===== src/rtl/gpio_port_pkg.sv =====
package gpio_port_pkg;

  localparam int unsigned OFS_W = 3;

  typedef enum logic [OFS_W-1:0] {
    OFS_FUNC  = 3'd0,
    OFS_DIR   = 3'd1,
    OFS_DATA  = 3'd2,
    OFS_SET   = 3'd3,
    OFS_CLR   = 3'd4,
    OFS_TGL   = 3'd5,
    OFS_RSV6  = 3'd6,
    OFS_RSV7  = 3'd7
  } gp_ofs_e;

  typedef enum logic [2:0] {
    LOP_HOLD,
    LOP_LOAD,
    LOP_SET,
    LOP_CLR,
    LOP_TGL
  } latch_op_e;

  function automatic latch_op_e decode_op(input logic wr, input gp_ofs_e ofs);
    if (!wr) return LOP_HOLD;
    case (ofs)
      OFS_DATA: return LOP_LOAD;
      OFS_SET:  return LOP_SET;
      OFS_CLR:  return LOP_CLR;
      OFS_TGL:  return LOP_TGL;
      default:  return LOP_HOLD;
    endcase
  endfunction

endpackage


===== src/rtl/gpio_in_sync.sv =====
module gpio_in_sync #(
  parameter int unsigned PINS   = 32,
  parameter int unsigned STAGES = 2
) (
  input  logic            clk,
  input  logic            rst,
  input  logic [PINS-1:0] raw,
  output logic [PINS-1:0] synced
);
  logic [PINS-1:0] chain [STAGES];

  always_ff @(posedge clk) begin
    if (rst) chain[0] <= '0;
    else     chain[0] <= raw;
  end

  for (genvar s = 1; s < STAGES; s++) begin : g_stage
    always_ff @(posedge clk) begin
      if (rst) chain[s] <= '0;
      else     chain[s] <= chain[s-1];
    end
  end

  assign synced = chain[STAGES-1];
endmodule


===== src/rtl/gpio_regfile.sv =====
module gpio_regfile
  import gpio_port_pkg::*;
#(
  parameter int unsigned PINS = 32
) (
  input  logic             clk,
  input  logic             rst,
  input  logic [OFS_W-1:0] bus_addr,
  input  logic [PINS-1:0]  bus_wdata,
  input  logic             bus_wr,
  input  logic [PINS-1:0]  pin_sync,
  output logic [PINS-1:0]  bus_rdata,
  output logic [PINS-1:0]  func_q,
  output logic [PINS-1:0]  dir_q,
  output logic [PINS-1:0]  latch_q
);
  gp_ofs_e   ofs;
  latch_op_e op;
  logic [PINS-1:0] latch_d;
  logic [PINS-1:0] rd_d;

  assign ofs = gp_ofs_e'(bus_addr);
  assign op  = decode_op(bus_wr, ofs);

  always_comb begin
    case (op)
      LOP_LOAD: latch_d = bus_wdata;
      LOP_SET:  latch_d = latch_q | bus_wdata;
      LOP_CLR:  latch_d = latch_q & ~bus_wdata;
      LOP_TGL:  latch_d = latch_q ^ bus_wdata;
      default:  latch_d = latch_q;
    endcase
  end

  always_ff @(posedge clk) begin
    if (rst) begin
      func_q  <= '0;
      dir_q   <= '0;
      latch_q <= '0;
    end else begin
      latch_q <= latch_d;
      if (bus_wr && ofs == OFS_FUNC) func_q <= bus_wdata;
      if (bus_wr && ofs == OFS_DIR)  dir_q  <= bus_wdata;
    end
  end

  always_comb begin
    case (ofs)
      OFS_FUNC: rd_d = func_q;
      OFS_DIR:  rd_d = dir_q;
      OFS_DATA: rd_d = pin_sync;
      default:  rd_d = '0;
    endcase
  end

  always_ff @(posedge clk) begin
    if (rst) bus_rdata <= '0;
    else     bus_rdata <= rd_d;
  end

  // every one in a set word is present in the latch afterwards
  a_r5_set_sticks: assert property (@(posedge clk) disable iff (rst)
    (bus_wr && ofs == OFS_SET) |=> ((latch_q & $past(bus_wdata)) == $past(bus_wdata)));

  // every one in a clear word is absent from the latch afterwards
  a_r6_clear_sticks: assert property (@(posedge clk) disable iff (rst)
    (bus_wr && ofs == OFS_CLR) |=> ((latch_q & $past(bus_wdata)) == '0));

  // zero bits of a toggle word keep their latch value
  a_r7_toggle_zeros_hold: assert property (@(posedge clk) disable iff (rst)
    (bus_wr && ofs == OFS_TGL) |=> ((latch_q & ~$past(bus_wdata)) == ($past(latch_q) & ~$past(bus_wdata))));

  // without a latch write the latch keeps its value
  a_r8_latch_holds: assert property (@(posedge clk) disable iff (rst)
    !(bus_wr && (ofs == OFS_DATA || ofs == OFS_SET || ofs == OFS_CLR || ofs == OFS_TGL)) |=> $stable(latch_q));

  // alias and spare offsets read as zero
  a_r11_alias_reads_zero: assert property (@(posedge clk) disable iff (rst)
    (bus_addr > 3'd2) |=> (bus_rdata == '0));
endmodule


===== src/rtl/gpio_pin_route.sv =====
module gpio_pin_route #(
  parameter int unsigned PINS = 32
) (
  input  logic            clk,
  input  logic            rst,
  input  logic [PINS-1:0] func_q,
  input  logic [PINS-1:0] dir_q,
  input  logic [PINS-1:0] latch_q,
  input  logic [PINS-1:0] pin_sync,
  input  logic [PINS-1:0] per_oe,
  input  logic [PINS-1:0] per_out,
  output logic [PINS-1:0] pin_oe,
  output logic [PINS-1:0] pin_out,
  output logic [PINS-1:0] per_in
);
  for (genvar p = 0; p < PINS; p++) begin : g_pin
    always_ff @(posedge clk) begin
      if (rst) begin
        pin_oe[p]  <= 1'b0;
        pin_out[p] <= 1'b0;
        per_in[p]  <= 1'b0;
      end else if (func_q[p]) begin
        pin_oe[p]  <= per_oe[p];
        pin_out[p] <= per_out[p];
        per_in[p]  <= pin_sync[p];
      end else begin
        pin_oe[p]  <= dir_q[p];
        pin_out[p] <= latch_q[p];
        per_in[p]  <= 1'b0;
      end
    end
  end

  // port-mode pins follow direction and latch one clock later
  a_r3_port_drive: assert property (@(posedge clk) disable iff (rst)
    1'b1 |=> (((pin_oe ^ $past(dir_q)) | (pin_out ^ $past(latch_q))) & ~$past(func_q)) == '0);

  // peripheral-mode pins follow the peripheral one clock later
  a_r4_periph_drive: assert property (@(posedge clk) disable iff (rst)
    1'b1 |=> (((pin_oe ^ $past(per_oe)) | (pin_out ^ $past(per_out))) & $past(func_q)) == '0);

  // port-mode pins give the peripheral a zero
  a_r10_per_in_gated: assert property (@(posedge clk) disable iff (rst)
    1'b1 |=> ((per_in & ~$past(func_q)) == '0));
endmodule


===== src/rtl/gpio_port.sv =====
module gpio_port
  import gpio_port_pkg::*;
#(
  parameter int unsigned PINS        = 32,
  parameter int unsigned SYNC_STAGES = 2
) (
  input  logic             clk,
  input  logic             rst,
  input  logic [OFS_W-1:0] bus_addr,
  input  logic [PINS-1:0]  bus_wdata,
  input  logic             bus_wr,
  output logic [PINS-1:0]  bus_rdata,
  input  logic [PINS-1:0]  pin_in,
  output logic [PINS-1:0]  pin_oe,
  output logic [PINS-1:0]  pin_out,
  input  logic [PINS-1:0]  per_oe,
  input  logic [PINS-1:0]  per_out,
  output logic [PINS-1:0]  per_in
);
  logic [PINS-1:0] pin_sync;
  logic [PINS-1:0] func_q;
  logic [PINS-1:0] dir_q;
  logic [PINS-1:0] latch_q;

  gpio_in_sync #(.PINS(PINS), .STAGES(SYNC_STAGES)) u_sync (
    .clk    (clk),
    .rst    (rst),
    .raw    (pin_in),
    .synced (pin_sync)
  );

  gpio_regfile #(.PINS(PINS)) u_regs (
    .clk       (clk),
    .rst       (rst),
    .bus_addr  (bus_addr),
    .bus_wdata (bus_wdata),
    .bus_wr    (bus_wr),
    .pin_sync  (pin_sync),
    .bus_rdata (bus_rdata),
    .func_q    (func_q),
    .dir_q     (dir_q),
    .latch_q   (latch_q)
  );

  gpio_pin_route #(.PINS(PINS)) u_route (
    .clk      (clk),
    .rst      (rst),
    .func_q   (func_q),
    .dir_q    (dir_q),
    .latch_q  (latch_q),
    .pin_sync (pin_sync),
    .per_oe   (per_oe),
    .per_out  (per_out),
    .pin_oe   (pin_oe),
    .pin_out  (pin_out),
    .per_in   (per_in)
  );

  // outputs stay quiet until a direction or function write
  a_r1_no_drive_without_config: assert property (@(posedge clk) disable iff (rst)
    (func_q == '0 && dir_q == '0) |=> (pin_oe == '0));
endmodule


===== config.mk =====
export PLATFORM = sky130hd
export DESIGN_NAME = gpio_port
export DESIGN_NICKNAME = d
export VERILOG_FILES = /design/src/rtl/gpio_port_pkg.sv /design/src/rtl/gpio_in_sync.sv /design/src/rtl/gpio_regfile.sv /design/src/rtl/gpio_pin_route.sv /design/src/rtl/gpio_port.sv
export SDC_FILE = /design/constraint.sdc
export NUM_CORES = 1
export LEC_CHECK = 0
export BUFFER_PORTS_ARGS = -buffer_cell sky130_fd_sc_hd__buf_4
export CORE_MARGIN = 8
export CORE_UTILIZATION = 54
export DETAILED_ROUTE_END_ITERATION = 10
export PLACE_DENSITY = 0.77
export SYNTH_ARGS = -nofsm -noshare
export SYNTH_HDL_FRONTEND = slang
export SYNTH_SLANG_ARGS = --single-unit

===== constraint.sdc =====
create_clock -name clk -period 1.9 [get_ports clk]
set_clock_uncertainty 0.2 [all_clocks]
set_input_delay 0.095 -clock clk [delete_from_list [all_inputs] [get_ports clk]]
set_output_delay 0.095 -clock clk [all_outputs]
set_load 0.005 [all_outputs]

# Yosys cells after proc, flatten, opt, wreduce, memory -nomap -nowiden
# Memory sizes are Yosys's and may differ from the RTL's.
# Index checks and enable logic that the tools add are counted.
[op_classes]
n_addsub = 0
n_mul = 0
n_div = 0
order_cmp = 0
eq_ne = 9
shift = 0
mux = 73
bitwise_logic = 38
reduce_logical = 36
[op_table]
columns = ["operator", "n"]
rows = [
  ["$pmux 32 s4", 1],
  ["$pmux 32 s3", 1],
  ["$mux 1", 67],
  ["$mux 32", 2],
  ["$reduce_or 2->1", 32],
  ["$and 32x32->32", 1],
  ["$not 1->1", 32],
  ["$not 32->32", 1],
  ["$or 32x32->32", 1],
  ["$xor 32x32->32", 1],
  ["$eq 3x2->1 const B", 4],
  ["$pmux 3 s4", 1],
  ["$eq 3x3->1 const B", 3],
  ["$eq 3x1->1 const B", 2],
  ["$reduce_bool 4->1", 1],
  ["$logic_not 3->1", 1],
  ["$mux 3", 1],
  ["$logic_and 1x1->1", 2],
  ["$or 1x1->1", 2],
]
[word_totals]
reg_bits = 224
latchBits = 0
mem_bits_rw = 64
mem_bits_ro = 0
inputBits = 134
out_inout_bits = 128
elab_cells = 257
memories = 1
[memory_table]
columns = ["name", "depth", "word_bits", "rd", "rd_ports_with_merged_regs", "write_ports", "line_no", "rtl"]
rows = [
  ["u_sync.chain", 2, 32, 2, 0, 2, "gpio_in_sync.sv:10", "logic [PINS-1:0] chain [STAGES];"],
]

# Logic depth before layout (Yosys ltp)
# Gate-level depths: netlist (run 1).
[logic_depth]
ltp_word = 5
ltp_mapped = 6
mapped_depth_nobuf = 5

# By module
# From an unflattened synthesis (run 1), not the netlist that was laid out.
[unflattened]
hier_cells = 1259
hier_area_um2 = 11816.3
[modules_own_cells]
columns = ["module", "instances", "cells_each", "area_per_inst_um2", "seq_area_each_um2"]
rows = [
  ["gpio_regfile", 1, 825, 6683.9, 2562.5],
  ["gpio_pin_route", 1, 299, 3214.3, 1921.8],
  ["gpio_in_sync", 1, 135, 1918.1, 1281.2],
]

# Worst setup path after synthesis (run 1)
# No wires, ideal clock.
[synth_path]
path_type = "input port to flip-flop"
from = "input bus_addr[0]"
to = "register u_regs.func_q[30]"
setup_ps = 132
arrival_ps = 1103
t_required_ps = 1568
path_slack_ps = 465
path_stages = 6
path_buffers = 3
cell_sequence = "buf_2 -> or4b_1 -> buf_2 -> buf_6 -> nand2_1 -> a21oi_1"
[synth_via]
elab_chain_cells = 2
[synth_lines]
columns = ["element", "line_no", "rtl"]
rows = [
  ["start: declaration", "gpio_port.sv:9", "input logic [OFS_W-1:0] bus_addr,"],
  ["$logic_not 3->1", "gpio_regfile.sv:42", "if (bus_wr && ofs == OFS_FUNC) func_q <= bus_wdata;"],
  ["$logic_and 1x1->1", "gpio_regfile.sv:42", ""],
  ["end signal: assignment", "gpio_regfile.sv:42", ""],
  ["end: declaration", "gpio_regfile.sv:13", "output logic [PINS-1:0] func_q,"],
]
# Every way passes these cells.
# A chain may end at the register's enable or synchronous reset.

# Worst setup path after layout (run 1)
[layout_path]
from = "input bus_addr[0]"
to = "register u_regs.func_q[31]"
# Same word-level chain as after synthesis.

==> run metrics, run 1 <==
final wirelength=35.0 mm; Synth area leaders=dfxtp_1 50%, mux2i_1 11%, nand2_1 7.2%, ha_1 7.0%, a21oi_1 4.2%; Post-Place Setup Slack=0.197 ns; Post-CTS Setup Inserts=0; DR top layer=met4; status=finished, violations left; Synth top area share=0.501; clock slew seen by the registers of the worst setup and hold paths=0.06 ns; global-route wire length before repair=56.3 mm; Crit. End Element=register; Yosys top cell by area=dfxtp_1; WHS=-0.0339 ns; Tmin final=1.79 ns; clock root buffer=clkbuf_16; Layout area overhead=42.8%; Via density=5.25; Rows=53; TritonCTS clock tree=built; synthesized cell area=11500 µm²; CTS Buf Count=29; grt ovf=0; Most used DFF post-synth=dfxtp_1; Nets=1855; Crit. Startpoint=bus_addr[0]; Iteration-0 DRC Markers=517; I/O Buffers=261; Die Height=162 µm; number of flops mapped to enable cells by yosys=0; Slew Limit Fails=0; peak supply drop=679 µV; clock buffer depth=3; sequential cell area fraction in the yosys report=0.501; layout cell share with drive strength beyond 1=0.201; GPL Wtd Cong=0.781; most frequent cells after synthesis=288 x dfxtp_1, 222 x nand2_1, 128 x nor2_1, 127 x mux2i_1, 96 x a21oi_1; Synth Net Count=1444; Register Area=5770 µm²; Async S/R FF share, synth=0; largest net degree at the start of global routing=145; CTS sink cnt=288; Worst-Skew Late Latency=0.54 ns; endpoints failing hold=21; Core ar.=21000 µm²; Max stage delay on crit path=0.85 ns; antenna viol nets, final=0; DIE AREA=26300 µm²; hold wc startpoint=bus_addr[1]; Static Leakage=0.00689 µW; most used cell, CP=buf_4; hpwl dp=20.8 mm; Setup violations, final=0; slew at the pin with the worst max-slew slack=0.962 ns; slowest cell on the critical path=dlygate4sd3_1; Rel. slew slack=0.357; critical path buffer and inverter count=4; initial antenna violation count=1; critical register-to-register path startpoint=u_regs.func_q[3]; Die Wd=162 µm; Avg Inst Size Synth=9.24 µm²; vias after detailed routing=10264; count of different cell masters after synthesis=29; WL per Instance=17.9 µm; H-Tree Depth=1; Max Clk Rate=0.560 GHz; CP required=2.16 ns; number of synthesized register bits=288; Mapped Cells=1246; PwrDens=822 nW/µm²; WP data arrival=2.04 ns; Total GRT Usage=0.262; met2 wire len=17.7 mm; Crit Path Max Fanout=35; Final period util=0.940; router iterations before antenna repair=7; area of the multi-input gates=5180 µm²; Synthesis Warnings=0; setup TNS=0 ns; RSZ-0062 raised after global routing=false; cell with the most instances after synthesis=dfxtp_1; vias in the first global route=10961; initial core utilization=0.549; number of remaining DRC errors=0; Hold Crit Class=in2reg; Max Cap Violations=0; fin worst setup slack=0.113 ns; Routed met1 length=13.6 mm; top cell family by delay on the critical path=buffers and inverters; CP startpoint kind=primary input; Met3 Routed Length=2.56 mm; CP Cell Sequence=buf_4 > buf_12 > nor4b_4 > buf_4 > dlygate4sd3_1 > nand2_1 > a21oi_1; Top Ports=262; Filler cells=1301; Crit Path Category=in2reg; violated checks=negative hold slack
==> metrics by stage <==
| stage | instance area, µm² | cells | utilization | hold WS [ns] | total power (µW) |
|---|---|---|---|---|---|
| 6_report | 16400 | 1954 | 0.785 | -0.0339 | 13500 |
| 4_1_cts | 16500 | 1956 | 0.786 | 0.00213 | 13500 |
| 3_3_place_gp | 13700 | 1726 | 0.655 | 0.106 | 7550 |
| 5_1_grt | 16400 | 1954 | 0.785 | 0.00126 | 13900 |
| 3_5_place_dp | 13700 | 1726 | 0.655 | 0.109 | 7590 |
| 2_1_floorplan | 11500 | 1246 | - | 0.0232 | 7060 |
==> cell usage in the layout, fill, tap and decap left out, drive strengths merged <==
cell / count
nor4b: 1
inv: 64
nand4bb: 1
nor2: 128
o31ai: 1
and3b: 1
a211o: 2
bufinv: 3
nand2: 222
or4b: 1
clkbuf: 41
nor2b: 67
a21oi: 97
buf: 286
or2: 32
xor2: 1
dfxtp: 288
o22ai: 30
a22o: 1
dlygate4sd3: 175
a32o: 31
clkinv: 7
nor4bb: 1
mux2i: 127
and2: 2
ha: 64
clkinvlp: 1
diode: 1
nand2b: 2
o32ai: 1
==> worst paths after layout <==
kind	endpoint	cells past startpoint	slack (ns)
worst max-delay path	u_regs.func_q[31]	7	0.11
worst max register to register	u_route.pin_out[3]	3	0.19
worst min register to register	u_route.per_in[0]	2	0.23
worst min-delay path	u_regs.func_q[10]	5	-0.03
==> power breakdown <==
| group | total, µW | switching (µW) | internal, µW | leakage [µW] |
|---|---|---|---|---|
| clock | 5750 | 2370 | 3380 | 0.000466 |
| sequential | 6350 | 129 | 6220 | 0.00234 |
| combinational | 1410 | 659 | 751 | 0.00408 |
| total | 13500 | 3160 | 10300 | 0.00689 |
==> what timing repair did <==
action                     in CTS  in global routing
gates resized for setup         0                  0
setup endpoints to repair       0                 24
hold buffers                  178                  0
hold endpoints to repair      204                  0
==> flip-flops by register name, summed over array words and instances, names as in the netlist <==
name,flops
u_sync.chain,64
u_regs.bus_rdata,32
u_regs.dir_q,32
u_regs.func_q,32
u_regs.latch_q,32
u_route.per_in,32
u_route.pin_oe,32
u_route.pin_out,32
==> cells by family (layout without fill, tap and decap cells) <==
kind of cell,count (synthesis),after routing,synth area share
fa+ha+maj,64,64,0.0695
simple gates,458,458,0.175
other cells,0,1,0
compound gates,163,163,0.0894
xor+xnor,1,1,0.000761
buf+inv,145,577,0.0543
flops,288,288,0.501
mux,127,127,0.110
==> per-layer routing <==
metal / global-route usage / vias up
met5: 0 / -
met4: 0.109 / 0
met3: 0.0643 / 85
met2: 0.475 / 375
met1: 0.286 / 4904
li1: - / 4900
==> cell type report <==
class | count | area share
clock buffers | 41 | 0.0493
repair buffers | 461 | 0.240
inverters | 64 | 0.0146
well taps | 275 | 0.0209
clock inverters | 11 | 0.00875
flip-flops and latches | 288 | 0.351
diodes | 1 | 0.000152
multi-input cells | 813 | 0.315
==> tightest hold or removal path: stages <==
cell	delay, ns
buf_4	0.14
nor4b_4	0.06
buf_4	0.20
nand2_1	0.09
a21oi_1	0.05
(Power assumes the default switching activity.)
==> run 2: changes to the inputs <==
RECOVER_POWER = 100   (was default)
==> run metrics, run 2 (synthesis results as in run 1) <==
status=finished, violations left (unchanged); violated checks=negative hold slack (unchanged); Max Clk Rate=0.558 GHz (was 0.560 GHz); post-route cell area=16300 µm² (was 16400 µm²); Layout area overhead=41.1% (was 42.8%); Top Ports=262 (unchanged); Nets=1855 (unchanged); Final period util=0.943 (was 0.940); Reg2Reg Depth=3 (unchanged); Clock Power Share=0.427 (was 0.426); Crit Path Category=in2reg (unchanged); Setup violations, final=0 (unchanged); router iterations before antenna repair=5 (was 7); WP data arrival=1.96 ns (was 2.04 ns); Sw Ratio=0.234 (about the same); Via density=5.22 (was 5.25); Total GRT Usage=0.262 (unchanged); number of gates resized after CTS=0 (unchanged); final core utilization=0.776 (was 0.785); Iteration-0 DRC Markers=539 (was 517); Hold Crit Class=in2reg (unchanged); Die Height=162 µm (unchanged); GPL Wtd Cong=0.781 (unchanged); area of the multi-input gates=5170 µm² (was 5180 µm²); hpwl dp=20.8 mm (unchanged); clock root buffer=clkbuf_16 (unchanged); commonest cells after routing, fill and taps aside=288 x dfxtp_1, 222 x nand2_1, 175 x dlygate4sd3_1 (was 288 x dfxtp_1, 281 x buf_4, 222 x nand2_1); initial core utilization=0.549 (unchanged); Static Leakage=0.00665 µW (was 0.00689 µW); commonest non-fill, non-tap cell in the layout=dfxtp_1 (unchanged); Rel. slew slack=0.314 (was 0.357); Biggest register=u_sync.chain (unchanged); clock slew seen by the registers of the worst setup and hold paths=0.06 ns (about the same); initial antenna violation count=1 (unchanged); Placed Instance Area=13700 µm² (unchanged); met2 wire len=17.6 mm (was 17.7 mm); Worst-Skew Late Latency=0.54 ns (about the same); Routed met1 length=13.5 mm (was 13.6 mm); Filler cells=1363 (was 1301); antenna viol nets, final=0 (unchanged); Rows=53 (unchanged); vias after detailed routing=10198 (was 10264); layout cell share with drive strength beyond 1=0.176 (was 0.201); fin cells=1954 (unchanged); final wirelength=34.8 mm (was 35.0 mm); endpoints failing hold=18 (was 21); Met3 Routed Length=2.46 mm (was 2.56 mm); DIE AREA=26300 µm² (unchanged); Die Wd=162 µm (unchanged); CTS Buf Count=29 (unchanged); Register Area=5770 µm² (unchanged); global-route wire length before repair=56.3 mm (unchanged); Int Power=10300 µW (about the same); CP required=2.07 ns (was 2.16 ns); H-Tree Depth=1 (unchanged); CP startpoint kind=primary input (unchanged); Seq pwr share=0.471 (was 0.470); Comb power frac=0.103 (was 0.104); Placed Cells=1726 (unchanged); Core ar.=21000 µm² (unchanged); flip-flop count of the largest register after layout=64 (unchanged); RSZ-0062 raised after global routing=false (unchanged); grt ovf=0 (unchanged); Tmin final=1.79 ns (about the same); WHS=-0.0323 ns (was -0.0339 ns); I/O Buffers=261 (unchanged); Crit Path Max Fanout=144 (was 35); Slew Limit Fails=0 (unchanged); largest net degree at the start of global routing=145 (unchanged); peak supply drop=677 µV (was 679 µV); DR top layer=met4 (unchanged); Crit. End Element=register (unchanged); WL per Instance=17.8 µm (was 17.9 µm); setup TNS=0 ns (unchanged); vias in the first global route=10961 (unchanged); clock buffer depth=3 (unchanged); CTS sink cnt=288 (unchanged); Post-CTS Setup Inserts=0 (unchanged); Max Cap Violations=0 (unchanged); net load switching power=3150 µW (was 3160 µW); number of remaining DRC errors=0 (unchanged); TritonCTS clock tree=built (unchanged); slew at the pin with the worst max-slew slack=1.03 ns (was 0.962 ns); PwrDens=829 nW/µm² (was 822 nW/µm²); hold depth=5 (unchanged)
## run 2: cell types whose count changed in the layout (fill, tap and decap cells not counted)
cell and change:
clkbuf_1 +41, buf_12 -2, buf_1 +1, buf_4 -131
nor2b_1 +1, nor2b_4 -1, buf_6 +1, clkbuf_4 +90
## run 2: critical path: stages
cell	delay [ns]
dlygate4sd3_1	0.55
buf_6	0.27
buf_6	0.79
nor2b_1	0.15
## run 2: final timing paths
check / slack (ns) / start / endpoint
max: 0.11 / rst / u_sync.chain[0][30]
min: -0.03 / bus_addr[1] / u_regs.func_q[10]
max reg2reg: 0.19 / u_regs.func_q[3] / u_route.pin_out[3]
min reg2reg: 0.23 / u_sync.chain[0][8] / u_sync.chain[1][8]
## run 2: power groups by stage
stage               registers (µW)  logic (µW)  clock network (µW)
finish                        6340        1390                5750
global placement              6470        1080                   0
global route                  6360        1510                6040
detailed placement            6470        1120                   0
floorplan                     6440         618                   0
CTS                           6340        1390                5770
## run 2: cell type report
cell class	instances	share of cell area
Antenna cell	1	0.000154
Clock buffer	41	0.0499
Clock inverter	11	0.00885
Inverter	64	0.0148
Multi-Input combinational cell	813	0.318
Sequential cell	288	0.355
Tap cell	275	0.0212
Timing Repair Buffer	461	0.232
## run 2: metal layers
layer / vias to the layer above / global-route usage
met5: - / 0
met1: 4865 / 0.286
met3: 87 / 0.0643
met4: 0 / 0.109
met2: 344 / 0.475
li1: 4902 / -
## run 2: per-stage QoR
step / setup WS (ns) / power, µW
2_1_floorplan: 0.465 / 7060
3_3_place_gp: 0.202 / 7550
3_5_place_dp: 0.197 / 7590
4_1_cts: 0.0100 / 13500
5_1_grt: 0.0103 / 13900
6_report: 0.109 / 13500
## run 2: repair_timing
item / in CTS / in global routing
endpoints found under the hold margin: 204 / 0
hold buffers: 178 / 0
setup endpoints to repair: 0 / 24
